### src/rtl/xc_pkg.sv
package xc_pkg;

  localparam int unsigned BASE_SHIFT = 12;
  localparam int unsigned IDX_BITS   = 9;

  typedef enum logic [1:0] {
    LVL_NONE = 2'd0,
    LVL_4K   = 2'd1,
    LVL_2M   = 2'd2,
    LVL_1G   = 2'd3
  } xc_level_e;

  // Number of page-offset bits for a level code.
  function automatic int unsigned lvl_shift(input logic [1:0] lvl);
    if (lvl == 2'd0) return BASE_SHIFT;
    return BASE_SHIFT + (32'(lvl) - 32'd1) * IDX_BITS;
  endfunction

endpackage

### src/rtl/xc_entry_cmp.sv
module xc_entry_cmp
  import xc_pkg::*;
#(
  parameter int ADDR_W  = 48,
  parameter int SID_W   = 16,
  parameter int DID_W   = 16,
  parameter int AM_W    = 6,
  parameter int FRAME_W = 36
) (
  input  logic               ent_valid,
  input  logic [SID_W-1:0]   ent_sid,
  input  logic [DID_W-1:0]   ent_did,
  input  logic [FRAME_W-1:0] ent_frame,
  input  logic [1:0]         ent_level,
  input  logic               lk_valid,
  input  logic [SID_W-1:0]   lk_sid,
  input  logic [ADDR_W-1:0]  lk_addr,
  input  logic [SID_W-1:0]   fill_sid,
  input  logic [FRAME_W-1:0] fill_frame,
  input  logic [1:0]         fill_level,
  input  logic [DID_W-1:0]   inv_did,
  input  logic [ADDR_W-1:0]  inv_addr,
  input  logic [AM_W-1:0]    inv_am,
  output logic               lk_match,
  output logic               fill_match,
  output logic               inv_match
);

  logic [ADDR_W-1:0]  ent_pmask;
  logic [ADDR_W-1:0]  lk_masked;
  logic [ADDR_W-1:0]  inv_masked;
  logic [FRAME_W-1:0] inv_frame;
  logic [FRAME_W-1:0] am_mask;
  logic               range_hit;
  logic               cover_hit;

  assign ent_pmask  = {ADDR_W{1'b1}} << lvl_shift(ent_level);
  assign lk_masked  = lk_addr & ent_pmask;
  assign inv_masked = inv_addr & ent_pmask;
  assign inv_frame  = inv_addr[ADDR_W-1:BASE_SHIFT];

  always_comb begin
    for (int i = 0; i < FRAME_W; i++) begin
      am_mask[i] = (i >= int'(inv_am));
    end
  end

  assign lk_match   = ent_valid && lk_valid && (ent_sid == lk_sid) &&
                      (ent_frame == lk_masked[ADDR_W-1:BASE_SHIFT]);
  assign fill_match = ent_valid && (ent_sid == fill_sid) &&
                      (ent_level == fill_level) && (ent_frame == fill_frame);
  assign range_hit  = ((ent_frame & am_mask) == (inv_frame & am_mask));
  assign cover_hit  = (ent_frame == inv_masked[ADDR_W-1:BASE_SHIFT]);
  assign inv_match  = ent_valid && (ent_did == inv_did) && (range_hit || cover_hit);

endmodule

### src/rtl/xc_hit_select.sv
module xc_hit_select #(
  parameter int ENTRIES = 16,
  parameter int IDX_W   = 4
) (
  input  logic [ENTRIES-1:0]      match,
  input  logic [ENTRIES-1:0][1:0] level,
  output logic                    hit,
  output logic [IDX_W-1:0]        idx
);

  // Walk from the largest page and highest slot downward so the last
  // assignment is the smallest level, lowest slot.
  always_comb begin
    hit = 1'b0;
    idx = '0;
    for (int l = 3; l >= 1; l--) begin
      for (int i = ENTRIES - 1; i >= 0; i--) begin
        if (match[i] && (level[i] == 2'(l))) begin
          hit = 1'b1;
          idx = IDX_W'(i);
        end
      end
    end
  end

endmodule

### src/rtl/xc_rr_ptr.sv
module xc_rr_ptr #(
  parameter int ENTRIES = 16,
  parameter int IDX_W   = 4
) (
  input  logic             clk,
  input  logic             rst_n,
  input  logic             adv,
  output logic [IDX_W-1:0] ptr
);

  logic [IDX_W-1:0] ptr_q;
  logic [IDX_W-1:0] ptr_d;

  always_comb begin
    ptr_d = ptr_q;
    if (adv) begin
      ptr_d = (ptr_q == IDX_W'(ENTRIES - 1)) ? '0 : ptr_q + 1'b1;
    end
  end

  always_ff @(posedge clk or negedge rst_n) begin
    if (!rst_n) ptr_q <= '0;
    else        ptr_q <= ptr_d;
  end

  assign ptr = ptr_q;

endmodule

### src/rtl/xc_mps_tlb.sv
module xc_mps_tlb
  import xc_pkg::*;
#(
  parameter int ADDR_W  = 48,
  parameter int SID_W   = 16,
  parameter int DID_W   = 16,
  parameter int AM_W    = 6,
  parameter int ENTRIES = 16
) (
  input  logic              clk,
  input  logic              rst_n,
  input  logic              lk_valid,
  input  logic [SID_W-1:0]  lk_sid,
  input  logic [ADDR_W-1:0] lk_addr,
  output logic              lk_hit,
  output logic [ADDR_W-1:0] lk_iova,
  output logic [ADDR_W-1:0] lk_xlat,
  output logic [ADDR_W-1:0] lk_amask,
  output logic [1:0]        lk_perm,
  input  logic              fill_valid,
  input  logic [SID_W-1:0]  fill_sid,
  input  logic [DID_W-1:0]  fill_did,
  input  logic [ADDR_W-1:0] fill_addr,
  input  logic [1:0]        fill_level,
  input  logic [ADDR_W-1:0] fill_leaf,
  input  logic              fill_rd,
  input  logic              fill_wr,
  input  logic              inv_valid,
  input  logic              inv_global,
  input  logic [DID_W-1:0]  inv_did,
  input  logic [ADDR_W-1:0] inv_addr,
  input  logic [AM_W-1:0]   inv_am
);

  localparam int IDX_W   = (ENTRIES > 1) ? $clog2(ENTRIES) : 1;
  localparam int FRAME_W = ADDR_W - BASE_SHIFT;

  // Slot state: valid has reset, payload is loaded under fill enable.
  logic [ENTRIES-1:0]              valid_q;
  logic [ENTRIES-1:0]              valid_d;
  logic [ENTRIES-1:0][SID_W-1:0]   sid_q;
  logic [ENTRIES-1:0][DID_W-1:0]   did_q;
  logic [ENTRIES-1:0][FRAME_W-1:0] frame_q;
  logic [ENTRIES-1:0][1:0]         lvl_q;
  logic [ENTRIES-1:0][ADDR_W-1:0]  leaf_q;
  logic [ENTRIES-1:0]              rd_q;
  logic [ENTRIES-1:0]              wr_q;

  logic [ENTRIES-1:0] lk_vec;
  logic [ENTRIES-1:0] fill_vec;
  logic [ENTRIES-1:0] inv_vec;

  logic [ADDR_W-1:0]  fill_pmask;
  logic [ADDR_W-1:0]  fill_masked;
  logic [FRAME_W-1:0] fill_frame;
  logic               fill_ok;
  logic               fill_any;
  logic [IDX_W-1:0]   fill_idx;
  logic [IDX_W-1:0]   rr_ptr;
  logic [IDX_W-1:0]   widx;

  logic               sel_hit;
  logic [IDX_W-1:0]   sel_idx;
  logic [ADDR_W-1:0]  sel_pmask;

  assign fill_pmask  = {ADDR_W{1'b1}} << lvl_shift(fill_level);
  assign fill_masked = fill_addr & fill_pmask;
  assign fill_frame  = fill_masked[ADDR_W-1:BASE_SHIFT];
  assign fill_ok     = fill_valid && (fill_level != LVL_NONE);

  for (genvar g = 0; g < ENTRIES; g++) begin : g_slot
    xc_entry_cmp #(
      .ADDR_W (ADDR_W),
      .SID_W  (SID_W),
      .DID_W  (DID_W),
      .AM_W   (AM_W),
      .FRAME_W(FRAME_W)
    ) u_cmp (
      .ent_valid (valid_q[g]),
      .ent_sid   (sid_q[g]),
      .ent_did   (did_q[g]),
      .ent_frame (frame_q[g]),
      .ent_level (lvl_q[g]),
      .lk_valid  (lk_valid),
      .lk_sid    (lk_sid),
      .lk_addr   (lk_addr),
      .fill_sid  (fill_sid),
      .fill_frame(fill_frame),
      .fill_level(fill_level),
      .inv_did   (inv_did),
      .inv_addr  (inv_addr),
      .inv_am    (inv_am),
      .lk_match  (lk_vec[g]),
      .fill_match(fill_vec[g]),
      .inv_match (inv_vec[g])
    );
  end

  xc_hit_select #(.ENTRIES(ENTRIES), .IDX_W(IDX_W)) u_sel (
    .match(lk_vec),
    .level(lvl_q),
    .hit  (sel_hit),
    .idx  (sel_idx)
  );

  xc_rr_ptr #(.ENTRIES(ENTRIES), .IDX_W(IDX_W)) u_rr (
    .clk  (clk),
    .rst_n(rst_n),
    .adv  (fill_ok && !fill_any),
    .ptr  (rr_ptr)
  );

  // Slot already holding the fill key, lowest index first.
  always_comb begin
    fill_any = 1'b0;
    fill_idx = '0;
    for (int i = ENTRIES - 1; i >= 0; i--) begin
      if (fill_vec[i]) begin
        fill_any = 1'b1;
        fill_idx = IDX_W'(i);
      end
    end
  end

  assign widx = fill_any ? fill_idx : rr_ptr;

  // Next valid state: invalidation first, then the fill.
  always_comb begin
    valid_d = valid_q;
    if (inv_valid) begin
      for (int i = 0; i < ENTRIES; i++) begin
        if (inv_global || inv_vec[i]) valid_d[i] = 1'b0;
      end
    end
    if (fill_ok) valid_d[widx] = 1'b1;
  end

  always_ff @(posedge clk or negedge rst_n) begin
    if (!rst_n) valid_q <= '0;
    else        valid_q <= valid_d;
  end

  always_ff @(posedge clk) begin
    if (fill_ok) begin
      sid_q[widx]   <= fill_sid;
      did_q[widx]   <= fill_did;
      frame_q[widx] <= fill_frame;
      lvl_q[widx]   <= fill_level;
      leaf_q[widx]  <= fill_leaf;
      rd_q[widx]    <= fill_rd;
      wr_q[widx]    <= fill_wr;
    end
  end

  assign sel_pmask = {ADDR_W{1'b1}} << lvl_shift(lvl_q[sel_idx]);
  assign lk_hit    = sel_hit;
  assign lk_iova   = sel_hit ? (lk_addr & sel_pmask) : '0;
  assign lk_xlat   = sel_hit ? (leaf_q[sel_idx] & sel_pmask) : '0;
  assign lk_amask  = sel_hit ? ~sel_pmask : '0;
  assign lk_perm   = sel_hit ? {wr_q[sel_idx], rd_q[sel_idx]} : 2'b00;

endmodule

### config.mk
export PLATFORM = sky130hd
export DESIGN_NAME = xc_mps_tlb
export DESIGN_NICKNAME = d
export VERILOG_FILES = /design/src/rtl/xc_pkg.sv /design/src/rtl/xc_entry_cmp.sv /design/src/rtl/xc_hit_select.sv /design/src/rtl/xc_rr_ptr.sv /design/src/rtl/xc_mps_tlb.sv
export SDC_FILE = /design/constraint.sdc
export NUM_CORES = 2
export LEC_CHECK = 0
export ABC_CLOCK_PERIOD_IN_PS = 27400
export BUFFER_PORTS_ARGS = -buffer_cell sky130_fd_sc_hd__buf_2
export CORE_MARGIN = 2
export CORE_UTILIZATION = 40
export CTS_CLUSTER_DIAMETER = 40
export CTS_CLUSTER_SIZE = 10
export DETAILED_ROUTE_END_ITERATION = 7
export GPL_ROUTABILITY_DRIVEN = 1
export PLACE_DENSITY = 0.58
export SLEW_MARGIN = 20
export SYNTH_ARGS = -nofsm -noshare
export SYNTH_HDL_FRONTEND = slang
export SYNTH_SLANG_ARGS = --single-unit
### constraint.sdc
create_clock -name clk -period 27.4 [get_ports clk]
set_input_delay 2.74 -clock clk [delete_from_list [all_inputs] [get_ports clk]]
set_output_delay 2.74 -clock clk [all_outputs]
set_load 0.03 [all_outputs]
==> results.md, run 1 <==
* Wire length of the first global-routing pass at approximately 1400000 um
* Clock tree buffer depth at 4
* Mapped cell area at between 0.1 and 0.15 mm^2
* GR Util All Layers at 0.695
* Err: [ERROR GRT-0116] Global routing finished with congestion. Check the congestion regions in the DRC Viewer.
* Detailed Place HPWL at 709000 um
* IO Port Bufs at around 350
* Syn_area_per_cell at 9.90 um^2
* Largest net degree at the start of global routing at between 100 and 150
* Sequential share of the synthesized area at 0.438
* CTS Hold Bufs at 0
* CTS Buf Count at roughly 330
* Num rows at 200
* Post-synth ARST share at 0.0114
* Starting density of the core at 0.402
* GRT overflow at 3
* Last step reached: global routing
* I/O pin total at 419
* Post-CTS Setup Bufs at 0
* PostCTS Resize Cnt at 0
* Ys flop type: edfxtp_1
* H-Tree Depth at 5
* Chip Width at 551 um
* Clock Tree Root: clkbuf_16
* Post-synthesis cell count at roughly 12000
* Status: stopped before the end
* Yosys warns at 0
* Sink Count at ~1700
* Synthesized flop and latch total at approximately 1700
* Gpl congestion at 1.29
* Vias in the first global route at between 100k and 150k
* Die height at around 550 um
* Count of cell types in the netlist at around 110
* Number of synthesized flops with an enable pin at 1728
-- logic make-up after synthesis --
group | synth area share
compound gates | 0.156
other cells | 0.0000314
mux | 0.0297
buf+inv | 0.0519
xor+xnor | 0.143
flops | 0.438
simple gates | 0.176
fa+ha+maj | 0.00481
-- stage by stage --
stage / setup WS [ns] / util / area [um^2] / hold slack, ns / instances
2_1_floorplan: 11.83 / - / 120000 / 0.465 / 12108
3_3_place_gp: 11.01 / 0.427 / 127000 / 0.480 / 15786
3_5_place_dp: 11.42 / 0.427 / 127000 / 0.497 / 15786
4_1_cts: 11.40 / 0.465 / 138000 / 0.509 / 16356
-- cells in the mapped netlist (278+ instances only) --
library cell / count / area (um^2)
edfxtp_1: 1728 / 51900
xor2_1: 1141 / 9990
a31oi_1: 287 / 1800
clkbuf_1: 772 / 2900
nor2_1: 726 / 2730
nor4_1: 336 / 2100
xnor2_1: 812 / 7110
mux2i_1: 278 / 2780
nand4_1: 369 / 2310
o21ai_0: 416 / 2080
nand2_1: 646 / 2420
a21oi_1: 422 / 2110
-- layer usage --
layer,GRT overflow,GRT usage
met1,0,0.725
met2,1,0.844
met3,0,0.553
met4,2,0.608
met5,0,0.329
==> inputs of run 2 (changes only) <==
--- a/config.mk
+++ b/config.mk
@@ -8,12 +8,10 @@
 export ABC_CLOCK_PERIOD_IN_PS = 27400
 export BUFFER_PORTS_ARGS = -buffer_cell sky130_fd_sc_hd__buf_2
 export CORE_MARGIN = 2
-export CORE_UTILIZATION = 40
-export CTS_CLUSTER_DIAMETER = 40
-export CTS_CLUSTER_SIZE = 10
+export CORE_UTILIZATION = 25
 export DETAILED_ROUTE_END_ITERATION = 7
 export GPL_ROUTABILITY_DRIVEN = 1
-export PLACE_DENSITY = 0.58
+export PLACE_DENSITY_LB_ADDON = 0.15
 export SLEW_MARGIN = 20
 export SYNTH_ARGS = -nofsm -noshare
 export SYNTH_HDL_FRONTEND = slang
==> run 2 against run 1 <==
The flow now finishes without violations. Area after synthesis stayed put. Synthesized cell count is the same.
==> results.md, run 2 <==
* Post-synthesis cell count at 12085 (unchanged)
* GRT overflow at 0
* Worst-path maximum fanout at 16
* Clock Latency Late Sink at ~1.0 ns
* Final setup violation count at 0
* RSZ-0062 raised after global routing: false
* Crit. Startpoint: lk_addr[47]
* Detailed Route Iter0 Violations at between 20000 and 25000
* Final nets at 12561
* Chip Width at 696 um (+26%)
* Initial antenna violation count at between 200 and 300
* Post-CTS Setup Bufs at 0 (unchanged)
* Detail Route Antenna Nets at 0
* Reg2reg path depth at 15
* Status: complete, no violations
* Vias in the first global route at between 100k and 150k
* Worst setup EP type: output port
* Maxcap violations at 0
* Fill cell count at around 50000
* Fin. max-slew vios at 0
* I/O pin total at 419 (unchanged)
* Largest stage delay, worst path at approximately 1.3 ns
* Number of synthesized flops with an enable pin at 1728 (unchanged)
* Final Hold Viols at 0
* Starting density of the core at 0.251 (-0.152)
* Worst hold path depth at 1
* Die area at around 0.48 mm^2
* Syn_area_per_cell at 9.90 um^2 (unchanged)
* Commonest cells post-synth: edfxtp_1, xor2_1, xnor2_1, clkbuf_1, nor2_1
* Wire length of the first global-routing pass at about 1300000 um
* Critical path class: input port to output port
* Layout area overhead at 16.7%
* Die height at 696 um (+26%)
* Worst vdd ir at 64.6 uV
* Via density per instance at ~6.4
* Clock Tree Root: clkbuf_16
* Largest net degree at the start of global routing at 116
* Routed length on met3 at roughly 110000 um
* Post-route setup TNS at 0 ns
* TritonCTS clock tree: built
* Leakage power at 46.4 nW
* Gpl congestion at 1.12 (-13%)
* Count leader, synth: edfxtp_1
* Count of cell types in the netlist at 109 (unchanged)
* Reg clk slew, reported paths at around 0.06 ns
* Post-DR wirelength/cell at between 50 and 60 um
* Sequential share of the synthesized area at 0.438 (unchanged)
* WP data arrival at between 10 and 15 ns
* Mapped cell area at 0.120 mm^2 (unchanged)
* Final WL at 1040000 um
* Hold Path Origin: u_rr.ptr[2]$_DFFE_PN0P_
* Req. time, crit path at about 25 ns
* GR Util All Layers at 0.418
* Bufs and invs on worst path at 5
* Final worst path period share at 0.584
* Top post-synthesis cells by area: edfxtp_1, xor2_1, xnor2_1
* Pre-antenna DRT Iters at 7
* Synth top area share at 0.434 (unchanged)
* DRC at 0
* Clock tree buffer depth at 4 (unchanged)
* Commonest non-fill, non-tap cell in the layout: edfxtp_1
* Crit path time final at between 15 and 20 ns
* Power per cell area at 59.2 mW/mm^2
* R2R Path Start: frame_q[515]$_DFFE_PP_
* Worst path slowest cell: nor4_1
* Crit path launch type: input port
* Top flop regs: frame_q x576, leaf_q x576
* Post-Route M1 WL at approximately 380000 um
* Detailed Place HPWL at 796000 um (+12%)
* CTS Buf Count at 222 (-33%)
* Slew headroom at 0.0599
* Post-synth ARST share at 0.0114 (unchanged)
* Clk_skew at ~0.12 ns
* Hold Crit Class: flop to flop
* Share of layout cells above drive strength 1 at 0.152
* Synth area leader: edfxtp_1
* Worst Tran Pin Value at roughly 1.4 ns
* Peak Freq at ~0.062 GHz
* Yosys warns at 0 (unchanged)
* Via count at between 100k and 150k
* Uppermost layer routed: met5
* Area occupied by multi-input gates at around 0.062 mm^2
* H-Tree Depth at 4 (-1)
* Num rows at 254 (+27%)
* Combined flip-flop and latch cell area at roughly 0.052 mm^2
* PostCTS Resize Cnt at 0 (unchanged)
* CP top delay family: simple AND/OR/NAND/NOR gates
* Worst hold margin at ~0.50 ns
* IO Port Bufs at 346 (unchanged)
* Most frequent cells in the layout: edfxtp_1, xor2_1, xnor2_1, buf_4, nor2_1
* Critical Path, Cell by Cell: buf_2, buf_4, buf_4, nand2b_1, a21oi_1, nand4bb_1, nor3_1, nand4_1, nor4_1, a21oi_1, a21oi_1, o22a_1, o41a_1, nor2_1, and3_1, a31o_2, or3_1, and2_1, ha_1, nor2_1, nand2_1, buf_4, a211oi_1, buf_2
* DR WL met2 at ~430000 um
* Synthesized flop and latch total at 1748 (unchanged)
* Sink Count at 1748 (unchanged)
* CTS Hold Bufs at 0 (unchanged)
* Cell depth of the worst setup path at 24
* Core Area at 0.477 mm^2
* Ys flop type: edfxtp_1
==> run 2: cell counts after synthesis <==
Identical to the previous run, type by type.
==> run 2: path summary, 6_finish.rpt <==
kind	to	slack (ns)
max in group asynchronous	valid_q[14]$_DFF_PN0_	24.97
min reg2reg	u_rr.ptr[2]$_DFFE_PN0P_	0.50
max reg2reg	frame_q[72]$_DFFE_PP_	17.48
max	lk_xlat[33]	11.39
min	u_rr.ptr[2]$_DFFE_PN0P_	0.50
min in group asynchronous	u_rr.ptr[0]$_DFFE_PN0P_	1.87
==> run 2: layout make-up <==
class,count,area share
antenna,217,0.00389
multi-input combinational,8839,0.447
inverter,270,0.00726
timing repair buffer,1162,0.0580
sequential,1748,0.375
clock buffer,272,0.0415
clock inverter,129,0.00943
tap,6400,0.0574
==> run 2: cells by family after synthesis <==
family,after synthesis,share of synthesized area
muxes,346,0.0297
buffers and inverters,1521,0.0519
other,1,0.0000314
and+or+nand+nor,3784,0.176
AOI/OAI and AO/OA,2686,0.156
adders and majority gates,46,0.00481
xor gates and xnor gates,1953,0.143
DFF,1748,0.438
==> run 2: through the flow <==
step	utilization	power, mW	instance area (um^2)	setup slack [ns]	std cells
6_report	0.292	8.27	140000	11.39	19037
3_3_place_gp	0.275	5.16	131000	11.95	18401
3_5_place_dp	0.275	5.15	131000	12.06	18401
4_1_cts	0.290	8.14	138000	12.01	18802
5_1_grt	0.292	8.35	139000	11.45	18874
2_1_floorplan	-	4.09	120000	11.83	12108
==> run 2: power by group <==
group	leakage, nW	internal (mW)	total (mW)	switching (mW)
sequential	15.9	3.13	3.31	0.189
combinational	27.1	0.448	1.94	1.49
clock	3.44	1.68	3.01	1.34
total	46.4	5.25	8.27	3.02
==> run 2: layer usage <==
layer | GRT usage | up-vias
li1 | - | 46142
met4 | 0.399 | 42
met2 | 0.605 | 10142
met5 | 0.000900 | -
met3 | 0.137 | 3389
met1 | 0.482 | 62788
Note: power is estimated with default switching activity, not from simulation.
